$ cat config.mk
export PLATFORM = sky130hd
export DESIGN_NAME = rng_regif
export DESIGN_NICKNAME = d
export VERILOG_FILES = /design/src/rtl/rng_regif_pkg.sv /design/src/rtl/rng_collector.sv /design/src/rtl/rng_regfile.sv /design/src/rtl/rng_regif.sv
export SDC_FILE = /design/constraint.sdc
export NUM_CORES = 1
export LEC_CHECK = 0
export ABC_AREA = 1
export BUFFER_PORTS_ARGS = -buffer_cell sky130_fd_sc_hd__buf_2
export CAP_MARGIN = 20
export CORE_MARGIN = 2
export CORE_UTILIZATION = 53
export DETAILED_ROUTE_END_ITERATION = 10
export PLACE_DENSITY = 0.79
export SKIP_LAST_GASP = 1
export SLEW_MARGIN = 15
export SYNTH_ARGS = -nofsm -noshare
export SYNTH_HDL_FRONTEND = slang
export SYNTH_HIERARCHICAL = 1
export SYNTH_SLANG_ARGS = --single-unit
$ cat constraint.sdc
create_clock -name clk -period 1.95 [get_ports clk]
set_input_delay 0.2925 -clock clk [delete_from_list [all_inputs] [get_ports clk]]
set_output_delay 0.2925 -clock clk [all_outputs]
set_load 0.01 [all_outputs]
$ cat src/rtl/rng_regif_pkg.sv
package rng_regif_pkg;
  localparam int BYTE_W      = 8;
  localparam int ADDR_W      = 2;
  localparam int CNT_W       = $clog2(BYTE_W);
  localparam int PRESENT_POS = 6;
  localparam int ENABLE_POS  = 0;
  localparam int READY_POS   = 0;

  typedef enum logic [ADDR_W-1:0] {
    SEL_CTRL = 2'd0,
    SEL_STAT = 2'd1,
    SEL_DATA = 2'd2,
    SEL_NONE = 2'd3
  } reg_sel_e;
endpackage

$ cat src/rtl/rng_collector.sv
module rng_collector
  import rng_regif_pkg::*;
(
  input  logic              clk,
  input  logic              rst_n,
  input  logic              enable,
  input  logic              flush,
  input  logic              hold_full,
  input  logic              in_valid,
  input  logic              in_bit,
  output logic              in_ready,
  output logic              word_done,
  output logic [BYTE_W-1:0] word
);
  logic [BYTE_W-1:0] shreg_q;
  logic [CNT_W-1:0]  cnt_q;
  logic              last_bit;
  logic              accept;

  assign last_bit  = (cnt_q == CNT_W'(BYTE_W-1));
  // stall only the bit that would overwrite a waiting byte
  assign in_ready  = enable && !(hold_full && last_bit);
  assign accept    = in_valid && in_ready && !flush;
  assign word_done = accept && last_bit;
  assign word      = {shreg_q[BYTE_W-2:0], in_bit};

  always_ff @(posedge clk or negedge rst_n) begin
    if (!rst_n) begin
      shreg_q <= '0;
      cnt_q   <= '0;
    end else if (flush) begin
      shreg_q <= '0;
      cnt_q   <= '0;
    end else if (accept) begin
      shreg_q <= word;
      cnt_q   <= last_bit ? '0 : cnt_q + CNT_W'(1);
    end
  end
endmodule

$ cat src/rtl/rng_regfile.sv
module rng_regfile
  import rng_regif_pkg::*;
(
  input  logic              clk,
  input  logic              rst_n,
  input  logic [ADDR_W-1:0] addr,
  input  logic              wr,
  input  logic              rd,
  input  logic [BYTE_W-1:0] wdata,
  input  logic              word_done,
  input  logic [BYTE_W-1:0] word,
  output logic              en,
  output logic              present,
  output logic              disable_now,
  output logic [BYTE_W-1:0] rdata
);
  logic              en_q, present_q;
  logic [BYTE_W-1:0] hold_q, rdata_q, rmux;
  logic              wr_ctrl, rd_data;
  logic              unused_wdata_bits;

  assign unused_wdata_bits = ^wdata[BYTE_W-1:1];
  assign wr_ctrl     = wr && (reg_sel_e'(addr) == SEL_CTRL);
  assign rd_data     = rd && (reg_sel_e'(addr) == SEL_DATA);
  assign disable_now = wr_ctrl && !wdata[ENABLE_POS];

  always_comb begin
    rmux = '0;
    case (reg_sel_e'(addr))
      SEL_CTRL: begin
        rmux[PRESENT_POS] = 1'b1;
        rmux[ENABLE_POS]  = en_q;
      end
      SEL_STAT: rmux[READY_POS] = present_q;
      SEL_DATA: rmux = hold_q;
      default:  rmux = '0;
    endcase
  end

  always_ff @(posedge clk or negedge rst_n) begin
    if (!rst_n) begin
      en_q      <= 1'b0;
      present_q <= 1'b0;
      hold_q    <= '0;
      rdata_q   <= '0;
    end else begin
      if (wr_ctrl) en_q <= wdata[ENABLE_POS];
      if (disable_now)      present_q <= 1'b0;
      else if (word_done)   present_q <= 1'b1;
      else if (rd_data)     present_q <= 1'b0;
      if (word_done && !disable_now) hold_q <= word;
      if (rd) rdata_q <= rmux;
    end
  end

  assign en      = en_q;
  assign present = present_q;
  assign rdata   = rdata_q;
endmodule

$ cat src/rtl/rng_regif.sv
module rng_regif
  import rng_regif_pkg::*;
(
  input  logic              clk,
  input  logic              rst_n,
  input  logic [ADDR_W-1:0] bus_addr,
  input  logic              bus_wr,
  input  logic              bus_rd,
  input  logic [BYTE_W-1:0] bus_wdata,
  output logic [BYTE_W-1:0] bus_rdata,
  input  logic              ent_valid,
  input  logic              ent_bit,
  output logic              ent_ready
);
  logic              en_w, present_w, disable_w, done_w;
  logic [BYTE_W-1:0] word_w;

  rng_collector u_collect (
    .clk(clk), .rst_n(rst_n), .enable(en_w), .flush(disable_w || !en_w),
    .hold_full(present_w), .in_valid(ent_valid), .in_bit(ent_bit),
    .in_ready(ent_ready), .word_done(done_w), .word(word_w)
  );

  rng_regfile u_regs (
    .clk(clk), .rst_n(rst_n), .addr(bus_addr), .wr(bus_wr), .rd(bus_rd),
    .wdata(bus_wdata), .word_done(done_w), .word(word_w), .en(en_w),
    .present(present_w), .disable_now(disable_w), .rdata(bus_rdata)
  );
endmodule

# [Yosys cells after proc, flatten, opt, wreduce, memory -nomap -nowiden]
# Index checks and enable logic that the tools add are counted.
[op_classes] addsub=1 n_eq_ne=3 n_mux=12 reduce_logical=18
[op_table] operator="7-bit 2-to-1 mux" n=2
[op_table] operator="1-bit logical AND" n=9
[op_table] operator="3-bit 2-to-1 mux" n=3
[op_table] operator="1-bit zero test" n=5
[op_table] operator="5-bit 2-to-1 mux" n=1
[op_table] operator="1-bit 2-to-1 mux" n=4
[op_table] operator="3-bit by 1-bit adder with 3-bit output (second input constant)" n=1
[op_table] operator="3-bit equality test (second input constant)" n=1
[op_table] operator="1-bit one-hot mux with 3 select lines" n=1
[op_table] operator="3-bit nonzero test" n=1
[op_table] operator="2-bit by 1-bit equality test with 1-bit output (second input constant)" n=1
[op_table] operator="2-bit equality test (second input constant)" n=1
[op_table] operator="2-bit zero test" n=1
[op_table] operator="1-bit one-hot mux with 2 select lines" n=1
[op_table] operator="2-bit nonzero test" n=1
[op_table] operator="1-bit logical OR" n=1
[word_totals] regBits=28 in_bits=16 wordCells=40

# [Depth between registers and ports, before layout]
[depth] ltp_word=9 ltp_mapped=13 mapped_depth_nobuf=9

# [By module]
# The synthesis kept the hierarchy.
[by_module_without_submodules] module="rng_regfile" n_inst=1 cells_per_inst=89 area_per_inst_um2=778.2
[by_module_without_submodules] module="rng_collector" n_inst=1 cells_per_inst=72 area_per_inst_um2=545.5
[by_module_without_submodules] module="rng_regif" n_inst=1 cells_per_inst=2 area_per_inst_um2=7.5

# [Least setup slack after synthesis]
# Ideal clock, no wire load.
[synth_path] path_kind="flip-flop to flip-flop" startpoint="reg u_collect.cnt_q[0]" endpoint="reg u_regs.hold_q[0]" setup_ns=0.117 arrival_ns=1.562 required_time_ns=1.833 setup_slack_ns=0.272 stages_incl_launch_ff=11 path_buffers=2 period_less_slack_ns=1.678 cell_sequence="dfrtp_1 -> ha_1 -> ha_1 -> nand2_1 -> nand3_2 -> buf_6 -> nor3_2 -> buf_2 -> nand2_2 -> nand2_1 -> nand2_1"
[synth_via] elab_chain_len=8
[synth_lines] element="from (decl)" line_no="rng_collector.sv:16" source="logic [CNT_W-1:0] cnt_q;"
[synth_lines] element="from (signal assigned)" line_no="rng_collector.sv:36" source="cnt_q <= last_bit ? '0 : cnt_q + CNT_W'(1);"
[synth_lines] element="3-bit equality test *" line_no="rng_collector.sv:20" source="assign last_bit = (cnt_q == CNT_W'(BYTE_W-1));"
[synth_lines] element="1-bit logical AND" line_no="rng_collector.sv:22" source="assign in_ready = enable && !(hold_full && last_bit);"
[synth_lines] element="1-bit zero test" line_no="rng_collector.sv:22"
[synth_lines] element="1-bit logical AND" line_no="rng_collector.sv:22"
[synth_lines] element="1-bit logical AND (2 in a row)" line_no="rng_collector.sv:23" source="assign accept = in_valid && in_ready && !flush;"
[synth_lines] element="1-bit logical AND *" line_no="rng_collector.sv:24" source="assign word_done = accept && last_bit;"
[synth_lines] element="net done_w" line_no="rng_regif.sv:15" source="logic en_w, present_w, disable_w, done_w;"
[synth_lines] element="1-bit logical AND *" line_no="rng_regfile.sv:51" source="if (word_done && !disable_now) hold_q <= word;"
[synth_lines] element="to (signal assigned)" line_no="rng_regfile.sv:51"
[synth_lines] element="to (decl)" line_no="rng_regfile.sv:18" source="logic [BYTE_W-1:0] hold_q, rdata_q, rmux;"
# The timed path passes the listed nets; every way through them passes the cells marked *.
# A chain may end at the register's enable or synchronous reset.

# [Worst setup path after layout]
[layout_path] startpoint="reg u_collect.cnt_q[0]" endpoint="out ent_ready"
[layout_via] elab_chain_len=4
[layout_lines] element="3-bit equality test" line_no="rng_collector.sv:20"
[layout_lines] element="1-bit logical AND" line_no="rng_collector.sv:22"
[layout_lines] element="1-bit zero test" line_no="rng_collector.sv:22"
[layout_lines] element="1-bit logical AND" line_no="rng_collector.sv:22"
[layout_lines] element="to (decl)" line_no="rng_regif.sv:13" source="output logic ent_ready"
# No other way between the ends.

==> results.md <==
- Layout Cells excl Fill: 212
- Final Hold Vio Count: 0
- Top_reg_cell synth: dfrtp_1
- Cell accounting for the most synthesized area: dfrtp_1
- Async set or reset register ratio after synthesis: 1.00
- Cell Pwr Density: just over 800 mW/mm2
- Number of antenna diodes: 0
- Worst-path cell with the longest stage delay: dfrtp_1
- GRT Util Overall: 0.185
- H-tree lvl count: 1
- Maximum vdd drop: around 0.64 mV
- Post-route antenna net violation count: 0
- Worst Path Required: around 1.7 ns
- CTS Sinks: 28
- CP max FO: 3
- Total power: between 1 and 1.5 mW
- Reg-to-reg critical path startpoint: u_collect/cnt_q[0]$_DFFE_PN0P_
- Hold Path Stages: 3
- Initial antenna violation count: 0
- Flops & latches, synth: 28
- Synth Area per Inst: between 8 and 9 um2
- WP buf/inv: 1
- TritonRoute pass-1 iters: 4
- Clock Latency Late Sink: between 0.3 and 0.4 ns
- CORE AREA: 0.00243 mm2
- Starting Density: 0.547
- Cell with the most instances after synthesis: nand2_1
- Worst Setup End Kind: primary output
- Slew HR: 0.596
- First-pass GRT wire length: 3.88 mm
- Final HPWL DP: between 1.5 and 2 mm
- TritonCTS buffer count: 3
- Die ar.: just under 0.003 mm2
- Count of final setup violators: 0
- Final min period: 1.78 ns
- Hold Startpoint: ent_bit
- Crit path cell chain: ha_1, ha_1, nand2_1, and2_1, buf_2
- Vias in the first global route: roughly 940
- Number of DRC markers in iteration 0: 28
- Post-synth EDFFs: 0
- Max Freq: ~560 MHz
- Share of layout cells above drive strength 1: 0.187
- Critical path arrival: approximately 1.5 ns
- Post_cts resized: 0
- Root buffer cell: clkbuf_4
- Most frequent CP cell: ha_1
- CP Launch Type: flop
- Boundary Pins: 25
- Leak pwr: between 0.8 and 0.9 nW
- Mapped Cells: about 160
- Die height: 54.1 um
- Hold Path Class: in -> reg
- Post CTS Setup Buffer Count: 0
- Clock slew seen by the registers of the worst setup and hold paths: approximately 0.14 ns
- DRC: 0
- Clock Skew: just over 0.007 ns
- Drt wl/cell: roughly 11 um
- Overall routed net length: around 2.4 mm
- CP Class: reg -> out
- Register-to-Register Path Depth: 8
- # rows: 18
- Total number of vias: between 1,000 and 1,500
- Setup TNS: 0 ns
- DP Area: 0.00143 mm2
- Post-synthesis sequential area ratio: 0.526
- Via density: 5.01
- Run status: finished, final reports clean
- Utilization after layout: 0.606
- Area growth, synth to finish: 10.7%
- CTS tree: yes
- Syn_nets: 181
- Warnings, synthesis: 6
- Largest stage delay, worst path: about 0.43 ns
- Actual slew at the worst max-slew pin: a little over 0.6 ns
- Top-area cell type share of the netlist area: 0.526
- Synth area leaders: dfrtp_1 53%, nand2_1 17%, nand3_1 9.4%
- RSZ-0062 raised after global routing: no
- Die width: 54.1 um
- Hold EP: u_regs/hold_q[0]$_DFFE_PN0P_
- R2r setup slk: between 0.3 and 0.4 ns
- Max clock buf depth: 2
- Largest net degree at the start of global routing: 29
- Setup WS pre-CTS: ~0.37 ns
- # placed instances: 207
- MaxCap Viol Count: 0
- # port buffers: 17
- Final Cycle Share: 0.913
- CP delay by family, top: flip-flops
- Worst R2R End: u_regs/hold_q[0]$_DFFE_PN0P_
- Post-route cell area: 0.00147 mm2
- Final Wtd Congestion: 0.825
- Fin nets: roughly 200
- Total gr overflow: 0
- Post-synth design cell area: between 0.001 and 0.0015 mm2
- Setup WS post-layout: 0.169 ns
- Post-synthesis cell type count: 20
- Layout fillers: 226
- Worst hold margin: 0.237 ns
- Most frequent cells after synthesis: 61 x nand2_1, 28 x dfrtp_1, 25 x nand3_1
- Pins Over Slew Limit: 0
-- repair_timing --
item	in CTS	in global routing
hold buffers	1	0
setup endpoints to repair	0	0
hold endpoints to repair	28	0
-- cells in the final DEF, fill, tap and decap left out, types with 2 or more instances in the layout --
master     n
a21oi_1    2
buf_2     17
buf_4      4
clkbuf_4   3
dfrtp_1   28
ha_1       2
inv_1     15
inv_2      2
nand2_1   61
nand2_2    2
nand3_1   25
nand3_2    2
nor2_1    10
-- how the worst max path moves through the flow --
stage | startpoint | endpoint | slack [ns] | depth (start not counted)
final | u_collect/cnt_q[0]$_DFFE_PN0P_ | ent_ready | 0.17 | 5
after global routing | u_collect/cnt_q[0]$_DFFE_PN0P_ | ent_ready | 0.09 | 5
after CTS | u_collect/cnt_q[0]$_DFFE_PN0P_ | ent_ready | 0.14 | 5
after detailed placement | bus_addr[1] | u_collect/cnt_q[1]$_DFFE_PN0P_ | 0.37 | 10
after global placement | bus_addr[1] | u_collect/shreg_q[0]$_DFFE_PN0P_ | 0.42 | 10
after floorplan | u_collect/cnt_q[0]$_DFFE_PN0P_ | u_regs/hold_q[0]$_DFFE_PN0P_ | 0.27 | 10
-- cells by family (layout without fill, tap and decap cells) --
family                     after synthesis  in the layout  share of synthesized area
AOI/OAI and AO/OA                        4              4                     0.0169
adders and majority gates                2              2                     0.0188
buffers and inverters                   24             43                     0.0902
DFF                                     28             28                      0.526
and+or+nand+nor                        105            105                      0.348
-- layout make-up --
| type | count | area (um2) | area share |
|---|---|---|---|
| tap | 30 | 37.5 | 0.0255 |
| clock buffer | 4 | 36.3 | 0.0246 |
| multi-input combinational | 111 | 510 | 0.346 |
| inverter | 17 | 63.8 | 0.0433 |
| timing repair buffer | 22 | 125 | 0.0849 |
| sequential | 28 | 701 | 0.475 |
-- worst reg2reg max path, stage by stage, from the launching register on --
cell     delay, ns
dfrtp_1       0.43
ha_1          0.21
ha_1          0.21
nand2_1       0.09
nand3_2       0.08
nor3_2        0.16
buf_4         0.18
nand3_1       0.09
nand2_1       0.07
-- per-layer routing --
metal | part of all wire | wire, um | vias up | GRT usage
li1 | - | - | 547 | -
met1 | 0.44 | 1050 | 486 | 0.211
met2 | 0.50 | 1190 | 25 | 0.335
met3 | 0.039 | 93 | 5 | 0.0250
met4 | 0.020 | 47 | 0 | 0.0875
met5 | 0 | 0 | - | 0
-- registers in the layout, summed over array words and instances (netlist names) --
name and flops:
u_regs/hold_q 8, u_regs/rdata 8, u_collect/shreg_q 7, u_collect/cnt_q 3
u_regs/en 1, u_regs/present 1
-- power by group --
| group | internal [mW] | switching (mW) | leakage [nW] |
|---|---|---|---|
| sequential | 0.648 | 0.0506 | 0.381 |
| combinational | 0.0937 | 0.156 | 0.463 |
| clock | 0.114 | 0.163 | 0.0210 |
Note: power is estimated with default switching activity, not from simulation.
